**src/rtl/fwb_pkg.sv**
```systemverilog
package fwb_pkg;

  typedef enum logic [2:0] {
    DIG_Z  = 3'd0,
    DIG_P1 = 3'd1,
    DIG_P2 = 3'd2,
    DIG_M1 = 3'd3,
    DIG_M2 = 3'd4
  } booth_dig_e;

  // operand count after lv levels of 3:2 reduction
  function automatic int tree_ops(input int n0, input int lv);
    int n;
    n = n0;
    for (int k = 0; k < lv; k++)
      if (n > 2) n = 2 * (n / 3) + n % 3;
    return n;
  endfunction

  // number of 3:2 levels needed to reach two rows
  function automatic int tree_levels(input int n0);
    int n;
    int lv;
    n  = n0;
    lv = 0;
    while (n > 2) begin
      n  = 2 * (n / 3) + n % 3;
      lv = lv + 1;
    end
    return lv;
  endfunction

  // sum of -2^(l+2i) over all rows, modulo 2^64
  function automatic logic [63:0] sign_const(input int l);
    logic [63:0] acc;
    acc = '0;
    for (int i = 0; i < l / 2; i++)
      acc = acc - (64'd1 << (l + 2 * i));
    return acc;
  endfunction

endpackage

```
**src/rtl/fwb_booth_row.sv**
```systemverilog
module fwb_booth_row
  import fwb_pkg::*;
#(
  parameter int L = 16
) (
  input  logic [L-1:0] mcand,
  input  logic [2:0]   trip,
  output logic [L:0]   pat,
  output logic         neg,
  output logic         nz
);

  booth_dig_e dig;
  logic [L:0] mag;
  logic [L:0] raw;

  always_comb begin
    unique case (trip)
      3'b001, 3'b010: dig = DIG_P1;
      3'b011:         dig = DIG_P2;
      3'b100:         dig = DIG_M2;
      3'b101, 3'b110: dig = DIG_M1;
      default:        dig = DIG_Z;
    endcase
    neg = (dig == DIG_M1) || (dig == DIG_M2);
    nz  = (dig != DIG_Z);
    case (dig)
      DIG_P1, DIG_M1: mag = {mcand[L-1], mcand};
      DIG_P2, DIG_M2: mag = {mcand, 1'b0};
      default:        mag = '0;
    endcase
    raw = neg ? ~mag : mag;
    // top bit inverted: signed row value becomes raw' - 2^L (sign-encoding)
    pat = {~raw[L], raw[L-1:0]};
  end

endmodule

```
**src/rtl/fwb_comp.sv**
```systemverilog
module fwb_comp #(
  parameter int Q  = 8,
  parameter int CW = 4
) (
  input  logic [Q-1:0]  col_bits,
  input  logic [Q-1:0]  neg_bits,
  input  logic [Q-1:0]  nz_bits,
  output logic [CW-1:0] comp
);

  localparam int NW = $clog2(3 * Q + 2) + 1;

  logic [NW-1:0] cnt;
  logic [NW-1:0] half;

  always_comb begin
    cnt = '0;
    for (int i = 0; i < Q; i++)
      cnt = cnt + NW'(col_bits[i]) + NW'(neg_bits[i]) + NW'(nz_bits[i]);
    half = (cnt + NW'(1)) >> 1;
    comp = half[CW-1:0];
  end

endmodule

```
**src/rtl/fwb_csa_tree.sv**
```systemverilog
module fwb_csa_tree
  import fwb_pkg::*;
#(
  parameter int W = 16,
  parameter int N = 4
) (
  input  logic [W-1:0] ops [N],
  output logic [W-1:0] s_row,
  output logic [W-1:0] c_row
);

  localparam int LV = tree_levels(N);

  logic [W-1:0] stg [LV+1][N];

  for (genvar k = 0; k < N; k++) begin : g_in
    assign stg[0][k] = ops[k];
  end

  for (genvar lv = 0; lv < LV; lv++) begin : g_lvl
    localparam int NI = tree_ops(N, lv);
    localparam int G  = NI / 3;
    localparam int NO = 2 * G + NI % 3;
    for (genvar j = 0; j < G; j++) begin : g_fa
      logic [W-1:0] mj;
      assign mj = (stg[lv][3*j] & stg[lv][3*j+1]) |
                  (stg[lv][3*j] & stg[lv][3*j+2]) |
                  (stg[lv][3*j+1] & stg[lv][3*j+2]);
      assign stg[lv+1][2*j]   = stg[lv][3*j] ^ stg[lv][3*j+1] ^ stg[lv][3*j+2];
      assign stg[lv+1][2*j+1] = {mj[W-2:0], 1'b0};
    end
    for (genvar r = 0; r < NI % 3; r++) begin : g_pass
      assign stg[lv+1][2*G+r] = stg[lv][3*G+r];
    end
    for (genvar k = NO; k < N; k++) begin : g_fill
      assign stg[lv+1][k] = '0;
    end
  end

  assign s_row = stg[LV][0];
  assign c_row = stg[LV][1];

endmodule

```
**src/rtl/fwb_bk_add.sv**
```systemverilog
module fwb_bk_add #(
  parameter int N = 16
) (
  input  logic [N-1:0] x,
  input  logic [N-1:0] y,
  output logic [N-1:0] s
);

  localparam int TOP = (N >= 4) ? (1 << ($clog2(N) - 2)) : 1;

  logic [N-1:0] g, p, gg, pp;

  always_comb begin
    g  = x & y;
    p  = x ^ y;
    gg = g;
    pp = p;
    // up-sweep
    for (int d = 1; d < N; d = d * 2)
      for (int i = 2 * d - 1; i < N; i = i + 2 * d) begin
        gg[i] = gg[i] | (pp[i] & gg[i-d]);
        pp[i] = pp[i] & pp[i-d];
      end
    // down-sweep
    for (int d = TOP; d >= 1; d = d / 2)
      for (int i = 3 * d - 1; i < N; i = i + 2 * d) begin
        gg[i] = gg[i] | (pp[i] & gg[i-d]);
        pp[i] = pp[i] & pp[i-d];
      end
    s[0] = p[0];
    for (int i = 1; i < N; i++)
      s[i] = p[i] ^ gg[i-1];
  end

endmodule

```
**src/rtl/fwb_mult.sv**
```systemverilog
module fwb_mult
  import fwb_pkg::*;
#(
  parameter int L       = 16,
  parameter int XCOLS   = 2,
  parameter int OUT_REG = 1
) (
  input  logic         clk,
  input  logic         rst,
  input  logic         valid_in,
  input  logic [L-1:0] a_in,
  input  logic [L-1:0] b_in,
  output logic         valid_out,
  output logic [L-1:0] prod_out
);

  localparam int Q  = L / 2;
  localparam int K  = L - XCOLS;        // lowest kept column
  localparam int SW = 2 * L - K;        // kept-array width
  localparam int N0 = Q + 3;            // rows + neg bits + constant + estimate
  localparam int CW = $clog2(Q + 2);
  localparam logic [63:0] CFULL = sign_const(L);

  logic [L:0]    b_ext;
  logic [L:0]    pat [Q];
  logic [Q-1:0]  neg, nz;
  logic [Q-1:0]  ecol, eneg, enz;
  logic [CW-1:0] comp;
  logic [SW-1:0] ops [N0];
  logic [SW-1:0] srow, crow, fsum;
  logic [L-1:0]  res;

  assign b_ext = {b_in, 1'b0};

  // one Booth row per bit pair
  for (genvar i = 0; i < Q; i++) begin : g_row
    fwb_booth_row #(.L(L)) u_row (
      .mcand (a_in),
      .trip  (b_ext[2*i+2:2*i]),
      .pat   (pat[i]),
      .neg   (neg[i]),
      .nz    (nz[i])
    );
    // kept columns of this row
    for (genvar c = 0; c < SW; c++) begin : g_col
      localparam int REL = c + K - 2 * i;
      if (REL >= 0 && REL <= L) begin : g_on
        assign ops[i][c] = pat[i][REL];
      end else begin : g_off
        assign ops[i][c] = 1'b0;
      end
    end
    // estimation column K-1 and flags
    if (2 * i < K) begin : g_est
      assign ecol[i] = pat[i][K-1-2*i];
      assign enz[i]  = nz[i];
      if (2 * i == K - 1) begin : g_nb
        assign eneg[i] = neg[i];
      end else begin : g_nn
        assign eneg[i] = 1'b0;
      end
    end else begin : g_noest
      assign ecol[i] = 1'b0;
      assign enz[i]  = 1'b0;
      assign eneg[i] = 1'b0;
    end
  end

  // negative-digit +1 bits that fall in kept columns
  for (genvar c = 0; c < SW; c++) begin : g_negv
    localparam int COL = c + K;
    if (COL % 2 == 0 && COL / 2 < Q) begin : g_on
      assign ops[Q][c] = neg[COL/2];
    end else begin : g_off
      assign ops[Q][c] = 1'b0;
    end
  end

  assign ops[Q+1] = CFULL[2*L-1:K];
  assign ops[Q+2] = {{(SW-CW){1'b0}}, comp};

  fwb_comp #(.Q(Q), .CW(CW)) u_comp (
    .col_bits (ecol),
    .neg_bits (eneg),
    .nz_bits  (enz),
    .comp     (comp)
  );

  fwb_csa_tree #(.W(SW), .N(N0)) u_tree (
    .ops   (ops),
    .s_row (srow),
    .c_row (crow)
  );

  fwb_bk_add #(.N(SW)) u_add (
    .x (srow),
    .y (crow),
    .s (fsum)
  );

  assign res = fsum[SW-1:XCOLS];

  if (OUT_REG != 0) begin : g_reg
    always_ff @(posedge clk) begin
      if (rst) begin
        valid_out <= 1'b0;
        prod_out  <= '0;
      end else begin
        valid_out <= valid_in;
        if (valid_in) prod_out <= res;
      end
    end
  end else begin : g_comb
    assign valid_out = valid_in;
    assign prod_out  = res;
  end

endmodule

```
**config.mk**
```make
export PLATFORM = sky130hd
export DESIGN_NAME = fwb_mult
export DESIGN_NICKNAME = d
export VERILOG_FILES = /design/src/rtl/fwb_pkg.sv /design/src/rtl/fwb_booth_row.sv /design/src/rtl/fwb_comp.sv /design/src/rtl/fwb_csa_tree.sv /design/src/rtl/fwb_bk_add.sv /design/src/rtl/fwb_mult.sv
export SDC_FILE = /design/constraint.sdc
export NUM_CORES = 1
export LEC_CHECK = 0
export ABC_CLOCK_PERIOD_IN_PS = 11230
export BUFFER_PORTS_ARGS = -buffer_cell sky130_fd_sc_hd__clkbuf_2
export CORE_MARGIN = 10
export CORE_UTILIZATION = 60
export CTS_CLUSTER_SIZE = 40
export DETAILED_ROUTE_END_ITERATION = 16
export PLACE_DENSITY_LB_ADDON = 0.3
export SLEW_MARGIN = 10
export SYNTH_ARGS = -nofsm -noshare
export SYNTH_HDL_FRONTEND = slang
export SYNTH_HIERARCHICAL = 1
export SYNTH_SLANG_ARGS = --single-unit
```
**constraint.sdc**
```tcl
create_clock -name clk -period 11.23 [get_ports clk]
set_clock_uncertainty 0.2 [all_clocks]
set_input_delay 1.123 -clock clk [delete_from_list [all_inputs] [get_ports clk]]
set_output_delay 1.123 -clock clk [all_outputs]
set_load 0.05 [all_outputs]
```
==> impl_results.md, run 1 <==
* Outcome: finished clean
* Max Cap Viol at 0
* Layout cells sized above 1 at 13.3%
* Reg-to-reg startpoint: prod_out[15]$_SDFFE_PP0P_
* Die width at 143 um
* Final setup viols at 0
* Antenna diode count at 0
* Worst r2r path cells at 2
* Final Hold Fails at 0
* Tot GR Track Use at 19.3%
* Die area at 20400 um2
* M3 GR Usage at 2.29%
* Largest net degree at the start of global routing at 56
* Die Y at 143 um
* Ys Warns at 6
* CTS tree: yes
* Clock Pin Slew Worst Setup and Hold Paths at 0.05 ns
* Worst-skew pair later-pin latency at 0.24 ns
* Period utilization at 86.7%
* WS Path Type: primary input to register
* Worst EP arrival at 9.66 ns
* DP Area at 9530 um2
* Peak per-stage delay on the critical path at 0.71 ns
* Mapped Cells at 912
* Worst path most repeated cell: fa_1
* Via Count at 6383
* Fmax achieved at 103 MHz
* Num CTS Buffers at 3
* Post_cts resized at 0
* WHS Path Cells at 2
* CP Max Fanout at 21
* M2 GR Usage at 33.8%
* CTS root buf: clkbuf_16
* Post-route ant nets at 0
* Slew @ Worst Pin at 1.18 ns
* CTS max path bufs at 2
* Wirelength, routed at 18500 um
* Setup bufs post-CTS at 0
* CTS Sinks at 17
* Design Area, Final at 9600 um2
* Reg-to-Reg End: prod_out[15]$_SDFFE_PP0P_
* Min-delay worst type: register to register
* Post-layout minimum cycle time at 9.73 ns
* Nets at 1242
* Pins Over Slew Limit at 0
* Initial antenna violation count at 0
* Slew margin rel. at 21.0%
* Synthesized area at 9040 um2
* GRT busiest layer: met2
* Drt initial violations at 510
* Placed cell count at 1188
* Layout Cells excl Fill at 1192
* CP Launch Type: primary input
* Detailed Place HPWL at 15400 um
* Critical Path End Type: register
* Port Buffers at 51
* Layout area overhead at 6.29%
* Routed WL per cell at 15.5 um
* Hold-fix buffer count after cts at 0
* Vias in the first global route at 6555
* Hold path start: prod_out[0]$_SDFFE_PP0P_
* Starting Density at 61.7%
* Setup tns final at 0 ns
* Synthesized area per cell at 9.91 um2
* Req. time, crit path at 11.15 ns
* Congestion Overflow GR at 0
* WHS Endpoint: prod_out[0]$_SDFFE_PP0P_
* DRC viols at 0
* RSZ-0062 raised after global routing: no
* Flop2flop setup slack at 10.41 ns
* Core area at 14600 um2
* Met1 usage at 25.0%
* First-pass GRT wire length at 32200 um
* GP Congestion at 0.876
* IO Pins at 52
* CTS H-tree depth at 1
* Via density at 5.35
* Row cnt at 44
* Detailed Routing Iterations Pass 1 at 5
* Slowest CP cell: or3b_1
[layout make-up]
class	instances	area, um2
clock buffer	4	78.8
fill	1222	5040
inverter	203	762
multi-input combinational	724	7870
sequential	17	340
tap	184	230
timing repair buffer	60	323
[worst max-delay path by stage]
stage	from	endpoint	slack [ns]	cells past startpoint
2_1_floorplan	b_in[13]	prod_out[13]$_SDFFE_PP0P_	2.19	30
3_3_place_gp	b_in[12]	prod_out[13]$_SDFFE_PP0P_	1.40	29
3_5_place_dp	b_in[12]	prod_out[13]$_SDFFE_PP0P_	1.26	29
4_1_cts	b_in[12]	prod_out[13]$_SDFFE_PP0P_	1.52	29
5_1_grt	b_in[12]	prod_out[13]$_SDFFE_PP0P_	1.09	29
6_report	b_in[12]	prod_out[13]$_SDFFE_PP0P_	1.50	29
[worst max-delay path, delay by kind of cell]
kind	cells	cell delay (ns)
buffers and inverters	5	0.53
multiplexers	1	0.13
XOR/XNOR	1	0.17
AO/OA/AOI/OAI	8	1.71
adder cells (fa/ha/maj)	12	5.23
AND/OR/NAND/NOR	2	0.76
[stage by stage]
step                setup slack, ns  hold WS (ns)  util (%)
CTS                            1.52         0.299      65.6
floorplan                      2.19         0.537         -
global placement               1.40         0.273      65.0
global route                   1.09         0.333      65.6
detailed placement             1.26         0.287      65.0
finish                         1.50         0.288      65.6
[sequential cells by signal, summed over array words and instances, names as in the netlist]
| signal | cells |
|---|---|
| prod_out | 16 |
| valid_out | 1 |
[per-layer routing]
| layer | wire length, um | up-vias | share of wire (%) |
|---|---|---|---|
| met2 | 9370 | 122 | 51 |
| met3 | 811 | 28 | 4.4 |
| met1 | 7850 | 3183 | 43 |
| li1 | - | 3050 | - |
| met5 | 0 | - | 0 |
| met4 | 432 | 0 | 2.3 |
[cells in the final DEF (no fill, tap or decap), types with 24 or more instances in the layout]
cell type / instances
fa_1: 171
o221ai_2: 64
xnor2_1: 106
ha_1: 27
conb_1: 129
nand4b_1: 78
inv_1: 203
clkbuf_2: 51
nor2_1: 27
mux2i_1: 24
Power of run 1 is not shown: default switching activity piles up to over one toggle a cycle in this logic, so the estimate is an artifact.
==> inputs of run 2 (changes only) <==
--- a/config.mk
+++ b/config.mk
@@ -5,7 +5,7 @@
 export SDC_FILE = /design/constraint.sdc
 export NUM_CORES = 1
 export LEC_CHECK = 0
-export ABC_CLOCK_PERIOD_IN_PS = 11230
+export ABC_CLOCK_PERIOD_IN_PS = 9200
 export BUFFER_PORTS_ARGS = -buffer_cell sky130_fd_sc_hd__clkbuf_2
 export CORE_MARGIN = 10
 export CORE_UTILIZATION = 60
==> constraint.sdc (replaced) <==
create_clock -name clk -period 9.2 [get_ports clk]
set_clock_uncertainty 0.2 [all_clocks]
set_input_delay 0.92 -clock clk [delete_from_list [all_inputs] [get_ports clk]]
set_output_delay 0.92 -clock clk [all_outputs]
set_load 0.05 [all_outputs]
==> impl_results.md, run 2 (same netlist as run 1, synthesis figures left out) <==
* Outcome: finished clean
* Via Count at 6387
* Vias in the first global route at 6628
* Worst EP arrival at 8.73 ns
* Num CTS Buffers at 3
* Critical Path End Type: register
* Max reg flops at 16
* Max Cap Viol at 0
* CTS H-tree depth at 1
* Layout area overhead at 8.16%
* Slew margin rel. at 48.1%
* Peak per-stage delay on the critical path at 0.54 ns
* Min-delay worst type: register to register
* Worst-skew pair later-pin latency at 0.25 ns
* Tot GR Track Use at 18.5%
* Antenna diode count at 0
* RSZ-0062 raised after global routing: no
* Hold WS at 0.290 ns
* Req. time, crit path at 9.12 ns
* Slowest CP cell: fa_1
* Most frequent cells in the layout: inv_1 (203), fa_1 (171), conb_1 (129)
* Die Y at 143 um
* DRC viols at 0
* Final Hold Fails at 0
* Largest net degree at the start of global routing at 52
* Wirelength, routed at 18100 um
* Layout cells sized above 1 at 15.3%
* Initial antenna violation count at 0
* Fmax achieved at 114 MHz
* Drt initial violations at 341
* Clock Pin Slew Worst Setup and Hold Paths at 0.05 ns
* Largest reg by FF count: prod_out
* IO Pins at 52
* CTS tree: yes
* Port Buffers at 51
* Row cnt at 44
* Final setup viols at 0
* Starting Density at 61.7%
* CP Max Fanout at 4
* Pins Over Slew Limit at 0
* CTS max path bufs at 2
* Die area at 20400 um2
* Period utilization at 95.7%
* CTS Sinks at 17
* CP Launch Type: primary input
* Top Registers: prod_out: 16 flops, valid_out: 1 flops
* Slew @ Worst Pin at 0.773 ns
* WS Path Type: primary input to register
* First-pass GRT wire length at 31700 um
* Commonest non-fill, non-tap cell in the layout: inv_1
* Hold-fix buffer count after cts at 0
* Post-route ant nets at 0
* Setup tns final at 0 ns
* GP Congestion at 0.881
* Detailed Routing Iterations Pass 1 at 5
* Via density at 5.27
* Nets at 1261
* Die width at 143 um
* Worst path most repeated cell: fa_1
* Routed WL per cell at 14.9 um
* Core area at 14600 um2
* Congestion Overflow GR at 0
* Post-layout minimum cycle time at 8.80 ns
* Detailed Place HPWL at 15600 um
* CTS root buf: clkbuf_16
[run 2: final cells by class]
type,count,area (um2)
Sequential cell,17,340
Inverter,203,762
Fill cell,1207,4870
Clock inverter,1,5.00
Tap cell,184,230
Multi-Input combinational cell,724,7900
Clock buffer,3,75.1
Timing Repair Buffer,79,465
[run 2: path summary, 6_finish.rpt]
kind	startpoint	endpoint	slack, ns	cells after the start
worst max register to register	prod_out[10]$_SDFFE_PP0P_	prod_out[10]$_SDFFE_PP0P_	8.37	2
worst min register to register	prod_out[2]$_SDFFE_PP0P_	prod_out[2]$_SDFFE_PP0P_	0.29	2
worst max-delay path	b_in[11]	prod_out[10]$_SDFFE_PP0P_	0.40	29
worst min-delay path	prod_out[2]$_SDFFE_PP0P_	prod_out[2]$_SDFFE_PP0P_	0.29	2
[run 2: through the flow]
step                cell area, um2  util [%]  std cells  worst slack (ns)
floorplan                     9510         -       1038             0.361
global placement              9660      66.0       1206             0.113
detailed placement            9660      66.0       1206           -0.0395
CTS                           9740      66.5       1210             0.205
global route                  9770      66.7       1211            0.0144
finish                        9770      66.7       1211             0.396
[run 2: per-layer routing]
metal  GRT usage [%]  wire length (um)  share of wire (%)
met4            1.63                93               0.51
met5               0                 0                  0
met1            25.5              8100                 45
met2            32.6              9050                 50
met3            1.33               839                4.6
[run 2: worst max-delay path: cells and delay by family]
kind	cells	cell delay (ns)
fa+ha+maj	12	5.27
compound gates	7	1.28
buf+inv	7	0.62
simple gates	2	0.47
mux	1	0.13
[run 2: repair_timing]
action	4_1_cts	5_1_grt
resized for setup	0	3
endpoints found under the setup margin	0	4
setup buffers	0	1
Power of run 2 is left out for the same reason.
